`src/rtl/bkm_pkg.sv`:
```
package bkm_pkg;
  typedef enum logic {
    XL_LINEAR = 1'b0,
    XL_PAIRED = 1'b1
  } xl_mode_e;
endpackage

```
`src/rtl/bkm_addr_xlate.sv`:
```
module bkm_addr_xlate
  import bkm_pkg::*;
#(
  parameter int NUM_BANKS  = 4,
  parameter int BANK_DEPTH = 16,
  parameter int DATA_W     = 32,
  parameter int BLOCK_BITS = 128,
  localparam int BANK_W  = $clog2(NUM_BANKS),
  localparam int OFF_W   = $clog2(BANK_DEPTH),
  localparam int LIN_W   = BANK_W + OFF_W,
  localparam int HADDR_W = LIN_W + 1,
  localparam int WB      = $clog2(BLOCK_BITS / DATA_W)
) (
  input  xl_mode_e             mode,
  input  logic [HADDR_W-1:0]   addr,
  output logic                 in_range,
  output logic [BANK_W-1:0]    bank,
  output logic [OFF_W-1:0]     offset
);

  // linear: upper address lines pick the bank, lower lines the offset
  function automatic logic [LIN_W-1:0] linear_map(input logic [LIN_W-1:0] lin);
    return lin;
  endfunction

  // paired: block-index bit 0 becomes bank MSB; the half-select bit drops
  // into the low bank bits; the remaining block bits and word bits form the offset
  function automatic logic [LIN_W-1:0] paired_map(input logic [LIN_W-1:0] lin);
    return {lin[WB], lin[LIN_W-1:OFF_W+1], lin[OFF_W:WB+1], lin[WB-1:0]};
  endfunction

  logic [LIN_W-1:0] lin;
  assign lin = addr[LIN_W-1:0];

  always_comb begin
    in_range = ~addr[HADDR_W-1];
    if (mode == XL_PAIRED) {bank, offset} = paired_map(lin);
    else                   {bank, offset} = linear_map(lin);
  end

endmodule

```
`src/rtl/bkm_bank.sv`:
```
module bkm_bank #(
  parameter int DEPTH  = 16,
  parameter int DATA_W = 32,
  localparam int OFF_W = $clog2(DEPTH)
) (
  input  logic              clk,
  input  logic              rst_n,
  input  logic              host_sel,
  input  logic              host_we,
  input  logic [OFF_W-1:0]  host_off,
  input  logic [DATA_W-1:0] host_wdata,
  input  logic              pe_en,
  input  logic              pe_we,
  input  logic [OFF_W-1:0]  pe_off,
  input  logic [DATA_W-1:0] pe_wdata,
  output logic [DATA_W-1:0] rdata,
  output logic              pe_ready
);

  logic [DATA_W-1:0] mem [DEPTH];
  logic              port_en;
  logic              port_we;
  logic [OFF_W-1:0]  port_off;
  logic [DATA_W-1:0] port_wd;

  // host owns the single port whenever it addresses this bank
  assign pe_ready = ~host_sel;

  always_comb begin
    if (host_sel) begin
      port_en  = 1'b1;
      port_we  = host_we;
      port_off = host_off;
      port_wd  = host_wdata;
    end else begin
      port_en  = pe_en;
      port_we  = pe_we;
      port_off = pe_off;
      port_wd  = pe_wdata;
    end
  end

  always_ff @(posedge clk) begin
    if (port_en && port_we) mem[port_off] <= port_wd;
  end

  always_ff @(posedge clk or negedge rst_n) begin
    if (!rst_n)                 rdata <= '0;
    else if (port_en && !port_we) rdata <= mem[port_off];
  end

endmodule

```
`src/rtl/banked_local_mem.sv`:
```
module banked_local_mem
  import bkm_pkg::*;
#(
  parameter int NUM_BANKS  = 4,
  parameter int BANK_DEPTH = 16,
  parameter int DATA_W     = 32,
  parameter int BLOCK_BITS = 128,
  localparam int BANK_W  = $clog2(NUM_BANKS),
  localparam int OFF_W   = $clog2(BANK_DEPTH),
  localparam int LIN_W   = BANK_W + OFF_W,
  localparam int HADDR_W = LIN_W + 1,
  localparam int WB      = $clog2(BLOCK_BITS / DATA_W)
) (
  input  logic                        clk,
  input  logic                        rst_n,
  input  logic                        xl_mode,
  input  logic                        h_en,
  input  logic                        h_we,
  input  logic [HADDR_W-1:0]          h_addr,
  input  logic [DATA_W-1:0]           h_wdata,
  output logic [DATA_W-1:0]           h_rdata,
  input  logic [NUM_BANKS-1:0]        pe_en,
  input  logic [NUM_BANKS-1:0]        pe_we,
  input  logic [NUM_BANKS*OFF_W-1:0]  pe_addr,
  input  logic [NUM_BANKS*DATA_W-1:0] pe_wdata,
  output logic [NUM_BANKS*DATA_W-1:0] pe_rdata,
  output logic [NUM_BANKS-1:0]        pe_ready
);

  xl_mode_e          mode_e;
  logic              xl_in_range;
  logic [BANK_W-1:0] xl_bank;
  logic [OFF_W-1:0]  xl_off;
  logic [NUM_BANKS-1:0] host_sel;
  logic [DATA_W-1:0] bank_rd [NUM_BANKS];
  logic [BANK_W-1:0] hbank_q;
  logic              hzero_q;

  assign mode_e = xl_mode_e'(xl_mode);

  bkm_addr_xlate #(
    .NUM_BANKS (NUM_BANKS),
    .BANK_DEPTH(BANK_DEPTH),
    .DATA_W    (DATA_W),
    .BLOCK_BITS(BLOCK_BITS)
  ) u_xlate (
    .mode    (mode_e),
    .addr    (h_addr),
    .in_range(xl_in_range),
    .bank    (xl_bank),
    .offset  (xl_off)
  );

  // in paired mode the bank MSB follows the 128-bit block parity
  a_r3_paired_parity: assert property (@(posedge clk) disable iff (!rst_n)
    (h_en && xl_mode && xl_in_range) |-> (xl_bank[BANK_W-1] == h_addr[WB]));

  for (genvar b = 0; b < NUM_BANKS; b++) begin : g_bank
    assign host_sel[b] = h_en && xl_in_range && (xl_bank == BANK_W'(b));

    bkm_bank #(
      .DEPTH (BANK_DEPTH),
      .DATA_W(DATA_W)
    ) u_bank (
      .clk       (clk),
      .rst_n     (rst_n),
      .host_sel  (host_sel[b]),
      .host_we   (h_we),
      .host_off  (xl_off),
      .host_wdata(h_wdata),
      .pe_en     (pe_en[b]),
      .pe_we     (pe_we[b]),
      .pe_off    (pe_addr[b*OFF_W +: OFF_W]),
      .pe_wdata  (pe_wdata[b*DATA_W +: DATA_W]),
      .rdata     (bank_rd[b]),
      .pe_ready  (pe_ready[b])
    );

    assign pe_rdata[b*DATA_W +: DATA_W] = bank_rd[b];
  end

  // the host touches one bank at most, so at most one lane stalls
  a_r6_single_stall: assert property (@(posedge clk) disable iff (!rst_n)
    $onehot0(~pe_ready));

  // an out-of-range host access leaves every lane granted
  a_r7_oor_no_stall: assert property (@(posedge clk) disable iff (!rst_n)
    (h_en && h_addr[HADDR_W-1]) |-> (pe_ready == '1));

  // host read return path: remember which bank answers, or force zero
  always_ff @(posedge clk or negedge rst_n) begin
    if (!rst_n) begin
      hbank_q <= '0;
      hzero_q <= 1'b1;
    end else if (h_en && !h_we) begin
      hbank_q <= xl_bank;
      hzero_q <= ~xl_in_range;
    end
  end

  assign h_rdata = hzero_q ? '0 : bank_rd[hbank_q];

  // out-of-range read returns zero on the next cycle
  a_r7_oor_read_zero: assert property (@(posedge clk) disable iff (!rst_n)
    (h_en && !h_we && h_addr[HADDR_W-1]) |=> (h_rdata == '0));

endmodule

```
`config.mk`:
```
export PLATFORM = sky130hd
export DESIGN_NAME = banked_local_mem
export DESIGN_NICKNAME = d
export VERILOG_FILES = /design/src/rtl/bkm_pkg.sv /design/src/rtl/bkm_addr_xlate.sv /design/src/rtl/bkm_bank.sv /design/src/rtl/banked_local_mem.sv
export SDC_FILE = /design/constraint.sdc
export NUM_CORES = 2
export LEC_CHECK = 0
export BUFFER_PORTS_ARGS = -buffer_cell sky130_fd_sc_hd__buf_2
export CAP_MARGIN = 20
export CORE_UTILIZATION = 40
export CTS_CLUSTER_SIZE = 16
export DETAILED_ROUTE_END_ITERATION = 16
export GPL_ROUTABILITY_DRIVEN = 1
export SLEW_MARGIN = 15
export SYNTH_ARGS = -nofsm -noshare
export SYNTH_HDL_FRONTEND = slang
export SYNTH_SLANG_ARGS = --single-unit
```
`constraint.sdc`:
```
create_clock -name clk -period 3.8 [get_ports clk]
set_clock_uncertainty 0.05 [all_clocks]
set_input_delay 1.14 -clock clk [delete_from_list [all_inputs] [get_ports clk]]
set_output_delay 1.14 -clock clk [all_outputs]
set_load 0.02 [all_outputs]
```
==> results.sh <==
export IMPL_hold_class="input port to async pin"
export IMPL_fmax_ghz=0.2652
export IMPL_clk_pin_slew_ns=0.06
export IMPL_synthTopCellsByArea="edfxtp_1 75%, a22oi_1 9.3%, dfrtp_1 3.9%, a21oi_1 3.7%, nand2_1 2.0%"
export IMPL_syn_nets=5332
export IMPL_area_delta_synth_final_pct=21.32
export IMPL_first_iter_violations=6927
export IMPL_reg2reg_setup_slack_ns=1.81
export IMPL_place_ws_ns=-0.5912
export IMPL_timing_rr_end="g_bank[3].u_bank.rdata[24]"
export IMPL_die_area_sq_mm=0.2078
export IMPL_maxCapViolCount=0
export IMPL_setup_viol=0
export IMPL_synth_flop_cell="edfxtp_1"
export IMPL_row_count=166
export IMPL_drc=0
export IMPL_synth_edff_count=2048
export IMPL_leakagePower_nw=32.85
export IMPL_synth_mux_area_fraction_pct=1.063
export IMPL_grt_pass1_vias=50813
export IMPL_cp_max_fo=9
export IMPL_grt_met3_usage_pct=5.790
export IMPL_outcome="completed"
export IMPL_ys_seq_elements=2179
export IMPL_grt_max_degree=66
export IMPL_tritoncts="yes"
export IMPL_p_clk_share_pct=38.3
export IMPL_die_w_um=455.8
export IMPL_relSlewSlack_pct=25.30
export IMPL_num_vias=53685
export IMPL_cts_sinks=2179
export IMPL_root_buffer="clkbuf_16"
export IMPL_dp_cells=8358
export IMPL_final_max_slew_viol_count=0
export IMPL_yosysSeqAreaShare_pct=78.64
export IMPL_crit_path_end_kind="primary output"
export IMPL_yosysMostFrequentCell="edfxtp_1"
export IMPL_synth_compound_area_share_pct=13.92
export IMPL_dpl_cell_area_sq_mm=0.09272
export IMPL_clk_path_buf_depth=3
export IMPL_first_pass_iters=6
export IMPL_r2r_start="g_bank[3].u_bank.mem[1][24]"
export IMPL_port_buffers=359
export IMPL_grt_pass1_wl_mm=403.2
export IMPL_power_switching_mw=14.21
export IMPL_netSwitchingFraction_pct=25.88
export IMPL_io_pins=360
export IMPL_syn_area_per_cell_sq_um=16.04
export IMPL_r2r_cells=4
export IMPL_coreArea_sq_mm=0.2046
export IMPL_vias_per_cell=6.097
export IMPL_ir_drop_mv=0.5061
export IMPL_fin_area_sq_mm=0.09994
export IMPL_overflow=0
export IMPL_cts_buffers=208
export IMPL_async_flop_share_pct=6.012
export IMPL_synth_top_area_share_pct=74.66
export IMPL_synth_top_family_by_area="compound AO/OA/AOI/OAI gates"
export IMPL_dpl_hpwl_mm=194.7
export IMPL_cts_hold_buf=0
export IMPL_die_h_um=455.8
export IMPL_p_int_mw=40.70
export IMPL_synthTopCellsByCount="2048 x edfxtp_1, 1018 x a22oi_1, 607 x a21oi_1"
export IMPL_worst_slew_pin_slew_ns=1.118
export IMPL_yosysTopAreaCell="edfxtp_1"
export IMPL_final_cells=8805
export IMPL_startpoint_type="flip-flop"
export IMPL_fillers=16974
export IMPL_synthCells=5136
export IMPL_nets=6086
export IMPL_layout_drive_gt1_share_pct=22.57
export IMPL_grtUsageMet1_pct=34.45
export IMPL_wirelength_mm=293.1
export IMPL_gp_congestion=0.9345
export IMPL_critPathArrivalTime_ns=2.58
export IMPL_yosys_area_share_simple_pct=4.431
export IMPL_routedWlPerCell_um=33.29
export IMPL_period_share_pct=99.21
export IMPL_use_met2_pct=41.58
export IMPL_post_route_util_pct=48.85
export IMPL_pwr_share_seq_pct=51.2
export IMPL_synth_xor_area_share_pct=0
export IMPL_cp_data_required_time_ns=2.61
export IMPL_synth_fa_ha_area_share_pct=0
export IMPL_synth_cell_types=57
export IMPL_ant_nets=0
export IMPL_p_comb_share_pct=10.5
export IMPL_synth_warnings=0
export IMPL_clock_latency_ns=0.90
export IMPL_syn_area_sq_mm=0.08237
export IMPL_min_period_ns=3.770
export IMPL_final_hold_viol_count=0
export IMPL_busiest_layer="met2"
export IMPL_power_density_mw_per_mm2=549.4
export IMPL_rsz0062_at_grt="false"
export IMPL_start_util_pct=40.26
export IMPL_antenna_found_initial=49
export IMPL_fin_ws_ns=0.02992
export IMPL_setup_tns_ns=0
export IMPL_worst_setup_path_type="flip-flop to primary output"
export IMPL_ctsHtreeMaxLevel=4
export IMPL_grt_use_total_pct=27.72
[routing by layer]
metal | share of wire [%] | up-vias
met2 | 45 | 3182
li1 | - | 22208
met4 | 9.4 | 16
met5 | 0.036 | -
met3 | 9.0 | 692
met1 | 36 | 27587
[what timing repair did]
item | CTS | global route
endpoints found under the setup margin | 25 | 1
pin swaps | 0 | 0
buffers inserted | 7 | 2
resized for setup | 4 | 2
endpoints found under the hold margin | 0 | 0
[power by group through the flow]
stage	combinational, mW	clock, mW	sequential (mW)
after detailed placement	5.64	0	28.6
after global placement	5.58	0	28.5
after global routing	6.00	22.1	28.0
after CTS	5.68	21.2	28.1
final	5.78	21.0	28.1
after floorplan	2.33	0	28.1
[stage by stage]
| stage | hold slack (ns) | power, mW |
|---|---|---|
| global placement | 0.4930 | 34.12 |
| detailed placement | 0.5020 | 34.19 |
| floorplan | 0.5691 | 30.45 |
| finish | 0.2404 | 54.91 |
| global route | 0.2820 | 56.11 |
| CTS | 0.2671 | 54.95 |
[logic make-up (layout without fill, tap and decap cells)]
logic type | Yosys count | count (layout)
AOI/OAI and AO/OA | 1726 | 1726
muxes | 44 | 44
DFF | 2179 | 2179
other | 0 | 48
buffers and inverters | 357 | 1290
and+or+nand+nor | 830 | 830
[worst max path at each step]
stage	cells after the start	endpoint	start	slack, ns
2_1_floorplan	10	g_bank[2].u_bank.mem[13][0]	h_addr[5]	-0.56
3_3_place_gp	11	g_bank[3].u_bank.rdata[26]	xl_mode	-0.80
3_5_place_dp	11	g_bank[3].u_bank.rdata[24]	xl_mode	-0.59
4_1_cts	5	h_rdata[19]	hbank_q[0]	0.003
5_1_grt	4	h_rdata[15]	g_bank[0].u_bank.rdata[15]	0.004
6_report	4	h_rdata[25]	hbank_q[1]	0.03
[critical path: stages (launching register included)]
cell and delay, ns:
dfrtp_4 0.56, buf_4 0.26, mux4_2 0.47, nor2b_1 0.19, buf_2 0.20
[registers in the layout, indices dropped and copies added (netlist names)]
register / count
g_bank.u_bank.mem: 2048
g_bank.u_bank.rdata: 128
hbank_q: 2
hzero_q: 1
[layout make-up]
class	count	area [sq um]	share of cell area [%]
clock inverters	120	1319	1.320
flip-flops and latches	2179	64790	64.83
repair buffers	895	7830	7.835
diodes	48	120.1	0.1202
inverters	6	22.52	0.02254
clock buffers	269	5665	5.669
multi-input cells	2600	16830	16.84
well taps	2688	3363	3.365
[cells in the final DEF (no fill, tap or decap), types with 9 or more instances in the layout]
cell type / Yosys / layout
a2111oi_0: 31 / 29
clkinv_2: 0 / 44
buf_4: 8 / 377
a21oi_1: 607 / 606
mux4_2: 34 / 34
o21ai_0: 17 / 16
dfrtp_1: 130 / 125
nor3b_1: 9 / 9
nor2_4: 1 / 54
nand2b_1: 10 / 10
diode_2: 0 / 48
nor2b_1: 47 / 35
buf_12: 0 / 158
bufinv_16: 0 / 17
clkbuf_1: 139 / 39
clkinv_16: 0 / 10
nor2b_4: 0 / 12
a22oi_1: 1018 / 1018
clkbuf_16: 0 / 209
o21ai_4: 1 / 17
edfxtp_1: 2048 / 2048
clkbuf_8: 0 / 21
clkinv_1: 0 / 33
nor4_1: 96 / 94
buf_2: 184 / 357
nand2_1: 441 / 440
nor2_1: 197 / 144
No activity file was read; power rests on OpenSTA's default activity.
